[src/rtl/tw_pkg.sv]
package tw_pkg;

    localparam int VA_W     = 32;
    localparam int L1_IDX_W = 12;
    localparam int L2_IDX_W = 8;
    localparam int SIZE_W   = 3;

    localparam int SECT_SHIFT  = VA_W - L1_IDX_W;          // 20
    localparam int SUPER_SHIFT = SECT_SHIFT + 4;           // 24
    localparam int SMALL_SHIFT = SECT_SHIFT - L2_IDX_W;    // 12
    localparam int LARGE_SHIFT = SMALL_SHIFT + 4;          // 16
    localparam int L2_BASE_LSB = L2_IDX_W + 2;             // 10
    localparam int SUPER_FLAG  = 18;

    typedef enum logic [2:0] {
        ST_IDLE, ST_L1_REQ, ST_L1_WAIT, ST_L2_REQ, ST_L2_WAIT, ST_DONE
    } walk_state_e;

    typedef enum logic [1:0] {
        GR_4K = 2'd0, GR_64K = 2'd1, GR_1M = 2'd2, GR_16M = 2'd3
    } gran_e;

    typedef enum logic [1:0] {
        K1_FAULT, K1_SECT, K1_SUPER, K1_TABLE
    } l1_kind_e;

    typedef enum logic [1:0] {
        K2_FAULT, K2_LARGE, K2_SMALL
    } l2_kind_e;

    typedef struct packed {
        logic       share;
        logic       cache;
        logic       buffer;
        logic       wr_off;
        logic [1:0] acc;
    } raw_attr_t;

    typedef struct packed {
        logic pr;
        logic pw;
        logic ur;
        logic uw;
    } perm_t;

    function automatic logic [L1_IDX_W-1:0] l1_index_limit(input logic [SIZE_W-1:0] n);
        logic [L1_IDX_W-1:0] all_ones;
        all_ones = '1;
        return all_ones >> n;
    endfunction

    function automatic perm_t decode_perm(input raw_attr_t a);
        perm_t p;
        p.pr = (a.acc != 2'b00);
        p.pw = p.pr && !a.wr_off;
        p.ur = a.acc[1];
        p.uw = (a.acc == 2'b11) && !a.wr_off;
        return p;
    endfunction

endpackage

[src/rtl/tw_l1_class.sv]
module tw_l1_class
    import tw_pkg::*;
(
    input  logic [VA_W-1:0]  desc,
    output l1_kind_e         kind
);
    always_comb begin
        if (desc[1:0] == 2'b00)
            kind = K1_FAULT;
        else if (desc[1])
            kind = desc[SUPER_FLAG] ? K1_SUPER : K1_SECT;
        else
            kind = K1_TABLE;
    end
endmodule

[src/rtl/tw_l2_class.sv]
module tw_l2_class
    import tw_pkg::*;
(
    input  logic [VA_W-1:0]  desc,
    output l2_kind_e         kind
);
    always_comb begin
        unique case (desc[1:0])
            2'b00:   kind = K2_FAULT;
            2'b01:   kind = K2_LARGE;
            default: kind = K2_SMALL;
        endcase
    end
endmodule

[src/rtl/tw_attr_extract.sv]
module tw_attr_extract
    import tw_pkg::*;
#(
    parameter bit SECOND_LEVEL = 1'b0
) (
    input  logic [VA_W-1:0]  desc,
    output raw_attr_t        attr
);
    generate
        if (SECOND_LEVEL) begin : g_lvl2
            always_comb begin
                attr.share  = desc[10];
                attr.cache  = desc[3];
                attr.buffer = desc[2];
                attr.wr_off = desc[9];
                attr.acc    = desc[5:4];
            end
        end else begin : g_lvl1
            always_comb begin
                attr.share  = desc[16];
                attr.cache  = desc[3];
                attr.buffer = desc[2];
                attr.wr_off = desc[15];
                attr.acc    = desc[11:10];
            end
        end
    endgenerate
endmodule

[src/rtl/tw_walker.sv]
module tw_walker
    import tw_pkg::*;
(
    input  logic              clk,
    input  logic              rst,
    input  logic              req_valid,
    input  logic [VA_W-1:0]   req_vaddr,
    input  logic [VA_W-1:0]   req_base,
    input  logic [SIZE_W-1:0] req_size,
    input  logic              req_lower,
    output logic              busy,
    output logic              mem_req,
    output logic [VA_W-1:0]   mem_addr,
    input  logic              mem_rvalid,
    input  logic [VA_W-1:0]   mem_rdata,
    output logic              done,
    output logic              rsp_fault,
    output logic [VA_W-1:0]   rsp_paddr,
    output logic [1:0]        rsp_gran,
    output logic              rsp_share,
    output logic              rsp_cache,
    output logic              rsp_buffer,
    output logic              rsp_priv_rd,
    output logic              rsp_priv_wr,
    output logic              rsp_user_rd,
    output logic              rsp_user_wr
);
    walk_state_e          state_q;
    logic [VA_W-1:0]      va_q;
    logic [VA_W-1:0]      addr_q;
    logic [VA_W-1:0]      pa_q;
    gran_e                gran_q;
    raw_attr_t            attr_q;
    perm_t                perm_q;
    logic                 fault_q;
    logic [1:0]           rd_cnt_q;

    l1_kind_e             k1;
    l2_kind_e             k2;
    raw_attr_t            a1, a2, a_sel;
    perm_t                p_sel;
    logic                 in_l1, in_l2;
    logic [L1_IDX_W-1:0]  req_idx;
    logic [VA_W-1:0]      l1_addr, l2_addr;

    tw_l1_class u_l1_class (.desc(mem_rdata), .kind(k1));
    tw_l2_class u_l2_class (.desc(mem_rdata), .kind(k2));
    tw_attr_extract #(.SECOND_LEVEL(1'b0)) u_attr1 (.desc(mem_rdata), .attr(a1));
    tw_attr_extract #(.SECOND_LEVEL(1'b1)) u_attr2 (.desc(mem_rdata), .attr(a2));

    assign in_l1   = (state_q == ST_L1_REQ) || (state_q == ST_L1_WAIT);
    assign in_l2   = (state_q == ST_L2_REQ) || (state_q == ST_L2_WAIT);
    assign req_idx = req_vaddr[VA_W-1 -: L1_IDX_W];
    assign l1_addr = req_base + {{(VA_W-L1_IDX_W-2){1'b0}}, req_idx, 2'b00};
    assign l2_addr = {mem_rdata[VA_W-1:L2_BASE_LSB],
                      va_q[SECT_SHIFT-1:SMALL_SHIFT], 2'b00};

    always_comb begin
        a_sel = in_l2 ? a2 : a1;
        p_sel = decode_perm(a_sel);
    end

    always_ff @(posedge clk) begin
        if (rst) begin
            state_q  <= ST_IDLE;
            va_q     <= '0;
            addr_q   <= '0;
            pa_q     <= '0;
            gran_q   <= GR_4K;
            attr_q   <= '0;
            perm_q   <= '0;
            fault_q  <= 1'b0;
            rd_cnt_q <= '0;
        end else begin
            unique case (state_q)
                ST_IDLE: begin
                    if (req_valid) begin
                        va_q     <= req_vaddr;
                        rd_cnt_q <= '0;
                        if (req_lower && (req_idx > l1_index_limit(req_size))) begin
                            fault_q <= 1'b1;
                            pa_q    <= '0;
                            gran_q  <= GR_4K;
                            attr_q  <= '0;
                            perm_q  <= '0;
                            state_q <= ST_DONE;
                        end else begin
                            addr_q  <= l1_addr;
                            state_q <= ST_L1_REQ;
                        end
                    end
                end
                ST_L1_REQ, ST_L1_WAIT: begin
                    if (mem_rvalid) begin
                        rd_cnt_q <= rd_cnt_q + 2'd1;
                        unique case (k1)
                            K1_FAULT: begin
                                fault_q <= 1'b1;
                                pa_q    <= '0;
                                gran_q  <= GR_4K;
                                attr_q  <= '0;
                                perm_q  <= '0;
                                state_q <= ST_DONE;
                            end
                            K1_SECT: begin
                                fault_q <= 1'b0;
                                pa_q    <= {mem_rdata[VA_W-1:SECT_SHIFT], va_q[SECT_SHIFT-1:0]};
                                gran_q  <= GR_1M;
                                attr_q  <= a_sel;
                                perm_q  <= p_sel;
                                state_q <= ST_DONE;
                            end
                            K1_SUPER: begin
                                fault_q <= 1'b0;
                                pa_q    <= {mem_rdata[VA_W-1:SUPER_SHIFT], va_q[SUPER_SHIFT-1:0]};
                                gran_q  <= GR_16M;
                                attr_q  <= a_sel;
                                perm_q  <= p_sel;
                                state_q <= ST_DONE;
                            end
                            default: begin
                                addr_q  <= l2_addr;
                                state_q <= ST_L2_REQ;
                            end
                        endcase
                    end else if (state_q == ST_L1_REQ) begin
                        state_q <= ST_L1_WAIT;
                    end
                end
                ST_L2_REQ, ST_L2_WAIT: begin
                    if (mem_rvalid) begin
                        rd_cnt_q <= rd_cnt_q + 2'd1;
                        state_q  <= ST_DONE;
                        unique case (k2)
                            K2_FAULT: begin
                                fault_q <= 1'b1;
                                pa_q    <= '0;
                                gran_q  <= GR_4K;
                                attr_q  <= '0;
                                perm_q  <= '0;
                            end
                            K2_LARGE: begin
                                fault_q <= 1'b0;
                                pa_q    <= {mem_rdata[VA_W-1:LARGE_SHIFT], va_q[LARGE_SHIFT-1:0]};
                                gran_q  <= GR_64K;
                                attr_q  <= a_sel;
                                perm_q  <= p_sel;
                            end
                            default: begin
                                fault_q <= 1'b0;
                                pa_q    <= {mem_rdata[VA_W-1:SMALL_SHIFT], va_q[SMALL_SHIFT-1:0]};
                                gran_q  <= GR_4K;
                                attr_q  <= a_sel;
                                perm_q  <= p_sel;
                            end
                        endcase
                    end else if (state_q == ST_L2_REQ) begin
                        state_q <= ST_L2_WAIT;
                    end
                end
                default: state_q <= ST_IDLE;
            endcase
        end
    end

    assign busy        = (state_q != ST_IDLE);
    assign mem_req     = in_l1 || in_l2;
    assign mem_addr    = addr_q;
    assign done        = (state_q == ST_DONE);
    assign rsp_fault   = fault_q;
    assign rsp_paddr   = pa_q;
    assign rsp_gran    = gran_q;
    assign rsp_share   = attr_q.share;
    assign rsp_cache   = attr_q.cache;
    assign rsp_buffer  = attr_q.buffer;
    assign rsp_priv_rd = perm_q.pr;
    assign rsp_priv_wr = perm_q.pw;
    assign rsp_user_rd = perm_q.ur;
    assign rsp_user_wr = perm_q.uw;

    // read is held with a stable address until answered
    assert_req_held_R11: assert property (@(posedge clk) disable iff (rst)
        (mem_req && !mem_rvalid) |=> (mem_req && $stable(mem_addr)));

    assert_done_pulse_R12: assert property (@(posedge clk) disable iff (rst)
        done |=> !done);

    assert_fault_zero_R12: assert property (@(posedge clk) disable iff (rst)
        (done && rsp_fault) |-> (rsp_paddr == '0 && !rsp_priv_rd && !rsp_user_rd
                                 && !rsp_share && rsp_gran == 2'd0));

    assert_one_read_R4: assert property (@(posedge clk) disable iff (rst)
        (done && !rsp_fault && rsp_gran[1]) |-> (rd_cnt_q == 2'd1));

    assert_two_reads_R8: assert property (@(posedge clk) disable iff (rst)
        (done && !rsp_fault && !rsp_gran[1]) |-> (rd_cnt_q == 2'd2));

    assert_no_read_fault_R2: assert property (@(posedge clk) disable iff (rst)
        (done && rd_cnt_q == 2'd0) |-> rsp_fault);

    assert_perm_order_R10: assert property (@(posedge clk) disable iff (rst)
        done |-> ((!rsp_priv_wr || rsp_priv_rd) && (!rsp_user_wr || (rsp_user_rd && rsp_priv_wr))));

    assert_busy_idle_R1: assert property (@(posedge clk) disable iff (rst)
        mem_req |-> busy);
endmodule

[config.mk]
export PLATFORM = sky130hd
export DESIGN_NAME = tw_walker
export DESIGN_NICKNAME = d
export VERILOG_FILES = /design/src/rtl/tw_pkg.sv /design/src/rtl/tw_l1_class.sv /design/src/rtl/tw_l2_class.sv /design/src/rtl/tw_attr_extract.sv /design/src/rtl/tw_walker.sv
export SDC_FILE = /design/constraint.sdc
export NUM_CORES = 1
export LEC_CHECK = 0
export BUFFER_PORTS_ARGS = -buffer_cell sky130_fd_sc_hd__buf_2
export CORE_AREA = 2 2 112 114
export DETAILED_ROUTE_END_ITERATION = 10
export DIE_AREA = 0 0 114 116
export PLACE_DENSITY = 0.81
export SYNTH_ARGS = -nofsm -noshare
export SYNTH_HDL_FRONTEND = slang
export SYNTH_HIERARCHICAL = 1
export SYNTH_SLANG_ARGS = --single-unit
[constraint.sdc]
create_clock -name clk -period 4.15 [get_ports clk]
set_input_delay 1.245 -clock clk [delete_from_list [all_inputs] [get_ports clk]]
set_output_delay 1.245 -clock clk [all_outputs]
set_load 0.05 [all_outputs]
==> results of run 1 <==
## power by group
part	switching (mW)	internal, mW
logic	0.967	0.397
clock network	0.396	0.433
registers	0.0883	1.09
## worst min-delay path: cells and delay by family, from the launching register on
family | cells | cell delay (ns)
DFF | 1 | 0.31
and+or+nand+nor | 1 | 0.05
AOI/OAI and AO/OA | 1 | 0.05
## placed cells by master (no fill, tap or decap), types with 5 or more instances in the layout
master     Yosys  layout
o2111ai_1      5       5
buf_4         16      11
xnor2_1       10      10
and2_1         5       5
a22o_1         5       5
nand3_1       29      29
o41ai_1        5       5
a311oi_1       5       5
a21oi_1       71      71
a211oi_1      18      18
mux2i_1        7       7
a21o_1         6       6
inv_1         14      14
o211ai_1       6       6
and3_1         9       9
a32oi_1       10      10
nor2_1        35      33
nand2_1      123     123
dfxtp_1      101     101
and4_1         7       7
or3_1          9       9
clkbuf_16      0       9
o21ai_0       45      45
buf_2         19     177
a31oi_1        6       6
nor3_1        18      18
ha_1          23      23
o221ai_1       8       8
nand4_1       35      35
## per-layer routing
layer / up-vias / track usage, % / part of all wire, %
met1: 2950 / 38.0 / 44
li1: 3145 / - / -
met5: - / 0 / 0
met3: 25 / 4.34 / 7.7
met4: 0 / 8.54 / 1.8
met2: 263 / 45.6 / 47
## cell type report
class | instances | area share, %
tap | 147 | 2.51
inverter | 14 | 0.718
multi-input combinational | 590 | 51.3
clock buffer | 10 | 3.26
timing repair buffer | 190 | 13.8
antenna | 1 | 0.0342
clock inverter | 6 | 0.786
sequential | 101 | 27.6
## how the worst max path moves through the flow
stage | startpoint | endpoint | slack [ns] | depth (start not counted)
3_3_place_gp | req_size[0] | mem_addr[17]$_SDFFE_PP0P_ | 0.39 | 10
5_1_grt | req_size[0] | mem_addr[17]$_SDFFE_PP0P_ | 0.52 | 9
2_1_floorplan | req_size[0] | mem_addr[10]$_SDFFE_PP0P_ | 0.77 | 10
6_report | req_size[0] | mem_addr[17]$_SDFFE_PP0P_ | 0.70 | 10
4_1_cts | req_size[0] | mem_addr[17]$_SDFFE_PP0P_ | 0.71 | 9
3_5_place_dp | req_size[0] | mem_addr[17]$_SDFFE_PP0P_ | 0.34 | 9
## metrics by stage
| step | instances | total power, mW |
|---|---|---|
| global route | 1059 | 3.52 |
| floorplan | 771 | 2.21 |
| CTS | 1058 | 3.37 |
| finish | 1059 | 3.37 |
| global placement | 1042 | 2.54 |
| detailed placement | 1042 | 2.55 |
## kinds of logic after synthesis
| group | Yosys count | share of synthesized area (%) |
|---|---|---|
| AOI/OAI and AO/OA | 236 | 26.0 |
| xor gates and xnor gates | 13 | 1.95 |
| adders and majority gates | 24 | 4.95 |
| buffers and inverters | 80 | 7.30 |
| DFF | 101 | 32.5 |
| muxes | 11 | 1.85 |
| and+or+nand+nor | 306 | 25.4 |
## flip-flops by register name, summed over array words and instances, names as in the netlist, 2 cells and up
register	count
rsp_gran	2
rsp_paddr	32
mem_addr	32
va_q	24
state_q	3
==> flow_metrics.py, run 1 <==
metrics = {
    "clock_tree": {
        "cts_resized": 0,
        "clk_latency_ns": 0.36,
        "clkTransAtPathRegs_ns": 0.07,
        "cts_tree": "built",
        "cts_hold_buf": 0,
        "htreeDepth": 3,
        "cts_root_buf": "clkbuf_16",
        "post-cts-setup-buffers": 0,
        "clock_sinks": 101,
        "numCtsBuffers": 9,
        "cts_max_path_buffers": 2,
    },
    "hold_path": {
        "hp-class": "reg2reg",
        "hp-start": "mem_addr[4]$_SDFFE_PP0P_",
        "whs_path_depth": 2,
        "hold_end": "mem_addr[4]$_SDFFE_PP0P_",
    },
    "yosys": {
        "synthCells": 771,
        "synth_nets": 899,
        "yosysTopAreaCell": "dfxtp_1",
        "synthFlopType": "dfxtp_1",
        "synth-edff-count": 0,
        "synth_seq_cells": 101,
        "yosysWarnings": 6,
        "synth_area_leaders": "dfxtp_1 33%, nand2_1 7.4%, a21oi_1 5.7%",
        "netlist_top_cells_count": "123 x nand2_1, 101 x dfxtp_1, 71 x a21oi_1",
        "ys_seq_area_share_pct": 32.5,
        "syn_area_per_cell_sq_um": 8.07,
        "synthesis.area_sq_um": 6220,
        "synth_most_common_cell": "nand2_1",
        "synthArstFlopShare_pct": 0,
        "ys_types": 87,
        "yosys.area.top_type_share_pct": 32.5,
    },
    "placement": {
        "gp_congestion": 0.896,
        "dp_hpwl_microns": 13900,
        "pre_cts_ws_ns": 0.343,
        "portBuffers": 177,
        "place_area_sq_um": 7020,
    },
    "drt": {
        "avgViaCountPerCell": 6.03,
        "final_antenna_net_count": 0,
        "dr.pass1.iters": 5,
        "wl_per_cell_microns": 17.6,
        "via_count": 6383,
        "drt_iter0_drc": 642,
        "route.detailed.drc": 0,
        "wl_microns": 18600,
    },
    "global_route": {
        "grt_pass1_wl_microns": 29200,
        "antenna_found_initial": 1,
        "grtUsageTotal_pct": 27.8,
        "grt_pass1_vias": 5642,
        "grt_max_degree": 68,
        "overflow": 0,
    },
    "power": {
        "power_leakage_nw": 3.02,
        "ir_worst_vdd_v": 0.000219,
        "cellPowerDensity_nw_per_um2": 461,
    },
    "finish": {
        "nets": 1034,
        "fill_cells": 1144,
        "area_growth_pct": 17.7,
        "design_area_sq_um": 7320,
        "seq_area_sq_um": 2020,
        "multi_input_comb_area_sq_um": 3750,
        "drive_above_1_share_pct": 27.1,
        "final_core_util_pct": 61.5,
    },
    "status": {
        "outcome": "finished clean",
    },
    "sta": {
        "hold_ws_ns": 0.447,
        "relSlewSlack_pct": 35.5,
        "period_minus_slack_ns": 3.45,
        "hold_viol_final": 0,
        "tns_ns": 0,
        "worstMarginPinSlew_ns": 0.967,
        "rsz0062_at_grt": "no",
        "timing.final.crit_share_pct": 83.0,
        "maxSlewViolCount": 0,
        "setup_viol": 0,
        "setup_ws_ns": 0.705,
        "fmax_ghz": 0.290,
        "skew_ns": 0.0126,
    },
    "floorplan": {
        "die_area_sq_um": 13200,
        "io_pins": 181,
        "placeableCoreArea_sq_um": 11900,
        "start_util_pct": 52.2,
        "die_height_microns": 116,
        "num_rows": 40,
        "fp.dieW_microns": 114,
    },
    "critical_path": {
        "cpLargestDelayFamily": "simple AND/OR/NAND/NOR gates",
        "regToRegStartpoint": "state_q[1]$_SDFFE_PP0P_",
        "startpoint_type": "primary input",
        "worstSetupEndpointType": "flop",
        "setup.worst_path.class": "in2reg",
        "r2r_cells": 8,
        "cp_num_buf_inv": 2,
        "r2r_slack_ns": 1.60,
        "crit_fanout": 21,
        "slowest_delay_ns": 0.44,
        "crit_chain": "buf_2, or3_1, ha_1, nand4_1, or3_4, and3_4, a21oi_4, buf_4, mux2_2, o31ai_1",
        "rr_endpoint": "rsp_paddr[18]$_SDFFE_PP0P_",
        "worstPathArrival_ns": 3.71,
        "cpMaxStageDelayCell": "or3_4",
        "cp.required_ns": 4.42,
    },
    "flow_run": {
        "cap_violations": 0,
    },
}
Power figures use the tool's default switching activity.
==> run 2, diff against run 1 <==
Clock period 4.15 ns to 3.55 ns, I/O delays scaled along.
==> flow_metrics.py, run 2 (same netlist as run 1, synthesis figures left out) <==
metrics = {
    "critical_path": {
        "cp.required_ns": 3.81,
        "slowest_delay_ns": 0.45,
        "worstSetupEndpointType": "flop",
        "crit_fanout": 11,
        "crit_chain": "buf_2, or3_1, ha_1, nand4_1, or3_4, and3_4, a21oi_4, nand3_1, buf_4, o31ai_1",
        "startpoint_type": "primary input",
        "setup.worst_path.class": "in2reg",
        "cpMaxStageDelayCell": "or3_4",
        "worstPathArrival_ns": 3.49,
    },
    "drt": {
        "drt_iter0_drc": 627,
        "top_layer": "met4",
        "wl_per_cell_microns": 17.7,
        "via_count": 6562,
        "wl_met1_microns": 8190,
        "route.detailed.drc": 0,
        "avgViaCountPerCell": 6.13,
        "final_antenna_net_count": 0,
        "wl_microns": 18900,
        "wl_met2_microns": 8920,
        "wl_met3_microns": 1360,
        "dr.pass1.iters": 6,
    },
    "power": {
        "power_leakage_nw": 3.10,
        "cellPowerDensity_nw_per_um2": 547,
        "ir_worst_vdd_v": 0.000277,
    },
    "clock_tree": {
        "cts_hold_buf": 0,
        "numCtsBuffers": 9,
        "cts_root_buf": "clkbuf_16",
        "cts_tree": "built",
        "cts_resized": 0,
        "htreeDepth": 3,
        "clock_sinks": 101,
        "post-cts-setup-buffers": 0,
        "cts_max_path_buffers": 2,
        "clkTransAtPathRegs_ns": 0.07,
        "clk_latency_ns": 0.35,
    },
    "sta": {
        "fmax_ghz": 0.310,
        "timing.final.crit_share_pct": 91.0,
        "period_minus_slack_ns": 3.23,
        "worstMarginPinSlew_ns": 0.841,
        "setup_ws_ns": 0.319,
        "skew_ns": 0.00781,
        "hold_viol_final": 0,
        "maxSlewViolCount": 0,
        "rsz0062_at_grt": "no",
        "setup_viol": 0,
        "relSlewSlack_pct": 43.8,
    },
    "finish": {
        "nets": 1047,
        "fill_cells": 1086,
        "fin_cells": 1071,
        "seq_area_sq_um": 2020,
        "layout_common_cells": "177 x buf_2, 123 x nand2_1, 101 x dfxtp_1",
        "drive_above_1_share_pct": 28.1,
        "multi_input_comb_area_sq_um": 3750,
        "final_common_cell": "buf_2",
        "area_growth_pct": 19.9,
    },
    "global_route": {
        "overflow": 0,
        "grt_pass1_vias": 5891,
        "grt_pass1_wl_microns": 29900,
        "grt_max_degree": 41,
        "antenna_found_initial": 1,
        "grtUsageTotal_pct": 28.3,
    },
    "floorplan": {
        "placeableCoreArea_sq_um": 11900,
        "die_height_microns": 116,
        "start_util_pct": 52.2,
        "io_pins": 181,
        "num_rows": 40,
        "die_area_sq_um": 13200,
        "fp.dieW_microns": 114,
    },
    "placement": {
        "dp_hpwl_microns": 14400,
        "gp_congestion": 0.916,
        "portBuffers": 177,
        "place_inst": 1055,
        "pre_cts_ws_ns": -0.0345,
    },
    "status": {
        "outcome": "finished clean",
    },
    "hold_path": {
        "hp-class": "reg2reg",
    },
    "flow_run": {
        "cap_violations": 0,
    },
}
==> run 2: cell count changes in the layout (fill, tap and decap cells not counted) <==
cell	change
buf_4	+12
bufinv_16	+2
clkinv_4	-2
buf_12	+1
clkbuf_8	-1
clkinv_8	-1
inv_8	+1
==> run 2: critical path, delay by kind of cell <==
kind            cells  cell delay (ns)
fa+ha+maj           1             0.32
buf+inv             2             0.31
compound gates      2             0.50
simple gates        5             1.28
==> run 2: path summary, 6_finish.rpt <==
check	cells after the start	startpoint	end	slack, ns
worst max-delay path	10	req_size[0]	mem_addr[17]$_SDFFE_PP0P_	0.32
worst max register to register	8	state_q[1]$_SDFFE_PP0P_	rsp_paddr[18]$_SDFFE_PP0P_	1.08
worst min-delay path	2	mem_addr[26]$_SDFFE_PP0P_	mem_addr[26]$_SDFFE_PP0P_	0.45
worst min register to register	2	mem_addr[26]$_SDFFE_PP0P_	mem_addr[26]$_SDFFE_PP0P_	0.45
==> run 2: report_power, final <==
part	switching, mW	internal [mW]	leakage [nW]
sequential	0.105	1.28	0.825
combinational	1.14	0.493	2.13
clock	0.440	0.621	0.150
total	1.69	2.39	3.10
==> run 2: per-stage QoR <==
step	utilization [%]	setup TNS, ns	total power [mW]	area, sq um	hold WS (ns)
finish	62.6	0	4.08	7450	0.453
global route	62.6	0	4.26	7450	0.473
CTS	62.6	0	4.07	7450	0.456
detailed placement	59.9	-0.129	3.02	7130	0.444
global placement	59.9	0	3.00	7130	0.440
floorplan	-	0	2.58	6220	0.434
==> run 2: final cells by class <==
type | instances | share of cell area (%)
Multi-Input combinational cell | 590 | 50.4
Sequential cell | 101 | 27.1
Timing Repair Buffer | 203 | 15.0
Clock buffer | 9 | 3.02
Tap cell | 147 | 2.47
Clock inverter | 6 | 1.28
Inverter | 14 | 0.705
Antenna cell | 1 | 0.0336
==> run 2: layer usage <==
metal / vias up / GRT usage [%]
li1: 3170 / -
met1: 3078 / 38.1
met2: 282 / 46.7
met3: 32 / 3.92
met4: 0 / 10.2
met5: - / 0
==> run 3, diff against run 2 <==
Settings changed: CELL_PAD_IN_SITES_DETAIL_PLACEMENT from default to 0, CELL_PAD_IN_SITES_GLOBAL_PLACEMENT from default to 1, CORE_AREA 2 2 112 114 to 2 2 131 133, DIE_AREA 0 0 114 116 to 0 0 133 135.
==> flow_metrics.py, run 3 (same netlist as run 1, synthesis figures left out) <==
metrics = {
    "sta": {
        "skew_ns": 0.00948,
        "setup_viol": 0,
        "hold_viol_final": 0,
        "worstMarginPinSlew_ns": 0.928,
        "fmax_ghz": 0.310,
        "rsz0062_at_grt": "no",
        "relSlewSlack_pct": 38.0,
        "period_minus_slack_ns": 3.22,
        "maxSlewViolCount": 0,
        "timing.final.crit_share_pct": 90.8,
    },
    "global_route": {
        "grt_pass1_wl_microns": 32300,
        "grt_pass1_vias": 5859,
        "grt_max_degree": 68,
        "grtUsageTotal_pct": 22.7,
        "overflow": 0,
        "grt-busiest-layer": "met2",
        "gr-usage-met2_pct": 37.2,
        "grt_use_met3_pct": 2.93,
        "antenna_found_initial": 1,
        "met1_usage_pct": 31.5,
    },
    "clock_tree": {
        "cts_tree": "built",
        "clock_sinks": 101,
        "clkTransAtPathRegs_ns": 0.07,
        "numCtsBuffers": 9,
        "cts_max_path_buffers": 2,
        "htreeDepth": 3,
        "cts_root_buf": "clkbuf_16",
        "cts_hold_buf": 0,
        "post-cts-setup-buffers": 0,
        "cts_resized": 0,
        "clk_latency_ns": 0.35,
    },
    "floorplan": {
        "io_pins": 181,
        "placeableCoreArea_sq_um": 16400,
        "num_rows": 47,
        "die_area_sq_um": 18000,
        "fp.dieW_microns": 133,
        "start_util_pct": 37.9,
        "die_height_microns": 135,
    },
    "critical_path": {
        "cpMaxStageDelayCell": "or3_4",
        "cp.required_ns": 3.81,
        "crit_chain": "buf_2, or3_1, ha_1, nand4_1, or3_4, and3_4, a21oi_4, buf_4, nor2_1, a311oi_1",
        "rr_endpoint": "rsp_paddr[18]$_SDFFE_PP0P_",
        "setup.worst_path.class": "in2reg",
        "crit_fanout": 22,
        "worstSetupEndpointType": "flop",
        "r2r_cells": 9,
        "slowest_delay_ns": 0.45,
        "worstPathArrival_ns": 3.48,
        "startpoint_type": "primary input",
        "regToRegStartpoint": "state_q[1]$_SDFFE_PP0P_",
        "r2r_slack_ns": 0.93,
    },
    "power": {
        "switching_share_pct": 41.5,
        "pwr-share-comb_pct": 40.1,
        "totalPowerFinal_mw": 4.12,
        "cellPowerDensity_nw_per_um2": 546,
        "cellInternalPower_mw": 2.41,
        "power_leakage_nw": 3.12,
        "ir_worst_vdd_v": 0.000238,
        "p_sw_mw": 1.71,
        "clkPwrFrac_pct": 26.3,
        "seq_power_share_pct": 33.6,
    },
    "drt": {
        "avgViaCountPerCell": 5.59,
        "dr.pass1.iters": 7,
        "via_count": 6405,
        "route.detailed.drc": 0,
        "wl_microns": 20800,
        "drt_iter0_drc": 548,
        "wl_per_cell_microns": 18.1,
        "final_antenna_net_count": 0,
    },
    "hold_path": {
        "whs_path_depth": 2,
        "hp-class": "reg2reg",
        "hp-start": "rsp_buffer$_SDFFE_PP0P_",
        "hold_end": "rsp_buffer$_SDFFE_PP0P_",
    },
    "placement": {
        "dp_hpwl_microns": 15900,
        "gp_congestion": 0.923,
        "portBuffers": 177,
        "place_inst": 1130,
    },
    "finish": {
        "nets": 1049,
        "fill_cells": 1683,
        "layout_common_cells": "177 x buf_2, 123 x nand2_1, 101 x dfxtp_1",
        "final_core_util_pct": 46.0,
        "fin_cells": 1146,
        "drive_above_1_share_pct": 28.2,
        "area_growth_pct": 21.4,
        "final_common_cell": "buf_2",
    },
    "status": {
        "outcome": "finished clean",
    },
    "flow_run": {
        "cap_violations": 0,
    },
}
[run 3: power by group through the flow]
stage / Clock [mW] / Sequential (mW) / Combinational (mW)
floorplan: 0 / 1.75 / 0.831
global placement: 0 / 1.40 / 1.64
detailed placement: 0 / 1.41 / 1.65
CTS: 1.09 / 1.38 / 1.65
global route: 1.14 / 1.40 / 1.78
finish: 1.08 / 1.38 / 1.65
[run 3: layout make-up]
| class | instances | area, sq um | share of cell area, % |
|---|---|---|---|
| flip-flops and latches | 101 | 2020 | 26.8 |
| diodes | 1 | 2.50 | 0.0331 |
| multi-input cells | 590 | 3750 | 49.7 |
| clock buffers | 10 | 239 | 3.17 |
| clock inverters | 5 | 82.6 | 1.09 |
| well taps | 220 | 275 | 3.65 |
| repair buffers | 205 | 1120 | 14.8 |
| inverters | 14 | 52.6 | 0.696 |
[run 3: worst max-delay path, delay by kind of cell]
| kind | cells | cell delay [ns] |
|---|---|---|
| AND/OR/NAND/NOR | 5 | 1.24 |
| buffers and inverters | 2 | 0.39 |
| AO/OA/AOI/OAI | 2 | 0.46 |
| adder cells (fa/ha/maj) | 1 | 0.32 |
[run 3: worst max path at each step]
stage | slack (ns) | depth (start not counted) | startpoint | to
2_1_floorplan | 0.35 | 10 | req_size[0] | mem_addr[10]$_SDFFE_PP0P_
3_3_place_gp | 0.03 | 9 | req_size[0] | mem_addr[31]$_SDFFE_PP0P_
3_5_place_dp | -0.02 | 10 | req_size[0] | mem_addr[2]$_SDFFE_PP0P_
4_1_cts | 0.34 | 10 | req_size[0] | mem_addr[12]$_SDFFE_PP0P_
5_1_grt | 0.20 | 10 | req_size[0] | mem_addr[30]$_SDFFE_PP0P_
6_report | 0.33 | 10 | req_size[0] | mem_addr[2]$_SDFFE_PP0P_
[run 3: layer usage]
metal | up-vias | share of wire, % | routed length (microns)
met4 | 0 | 1.4 | 290
met3 | 18 | 6.0 | 1250
met1 | 3011 | 46 | 9490
met5 | - | 0 | 0
met2 | 219 | 47 | 9730
li1 | 3157 | - | -
[run 3: per-stage QoR]
| stage | setup WS [ns] | hold WS (ns) | setup TNS, ns | area (sq um) |
|---|---|---|---|---|
| 6_report | 0.326 | 0.454 | 0 | 7550 |
| 5_1_grt | 0.196 | 0.472 | 0 | 7550 |
| 4_1_cts | 0.340 | 0.457 | 0 | 7550 |
| 3_5_place_dp | -0.0226 | 0.448 | -0.0274 | 7230 |
| 3_3_place_gp | 0.0314 | 0.438 | 0 | 7230 |
| 2_1_floorplan | 0.354 | 0.434 | 0 | 6220 |
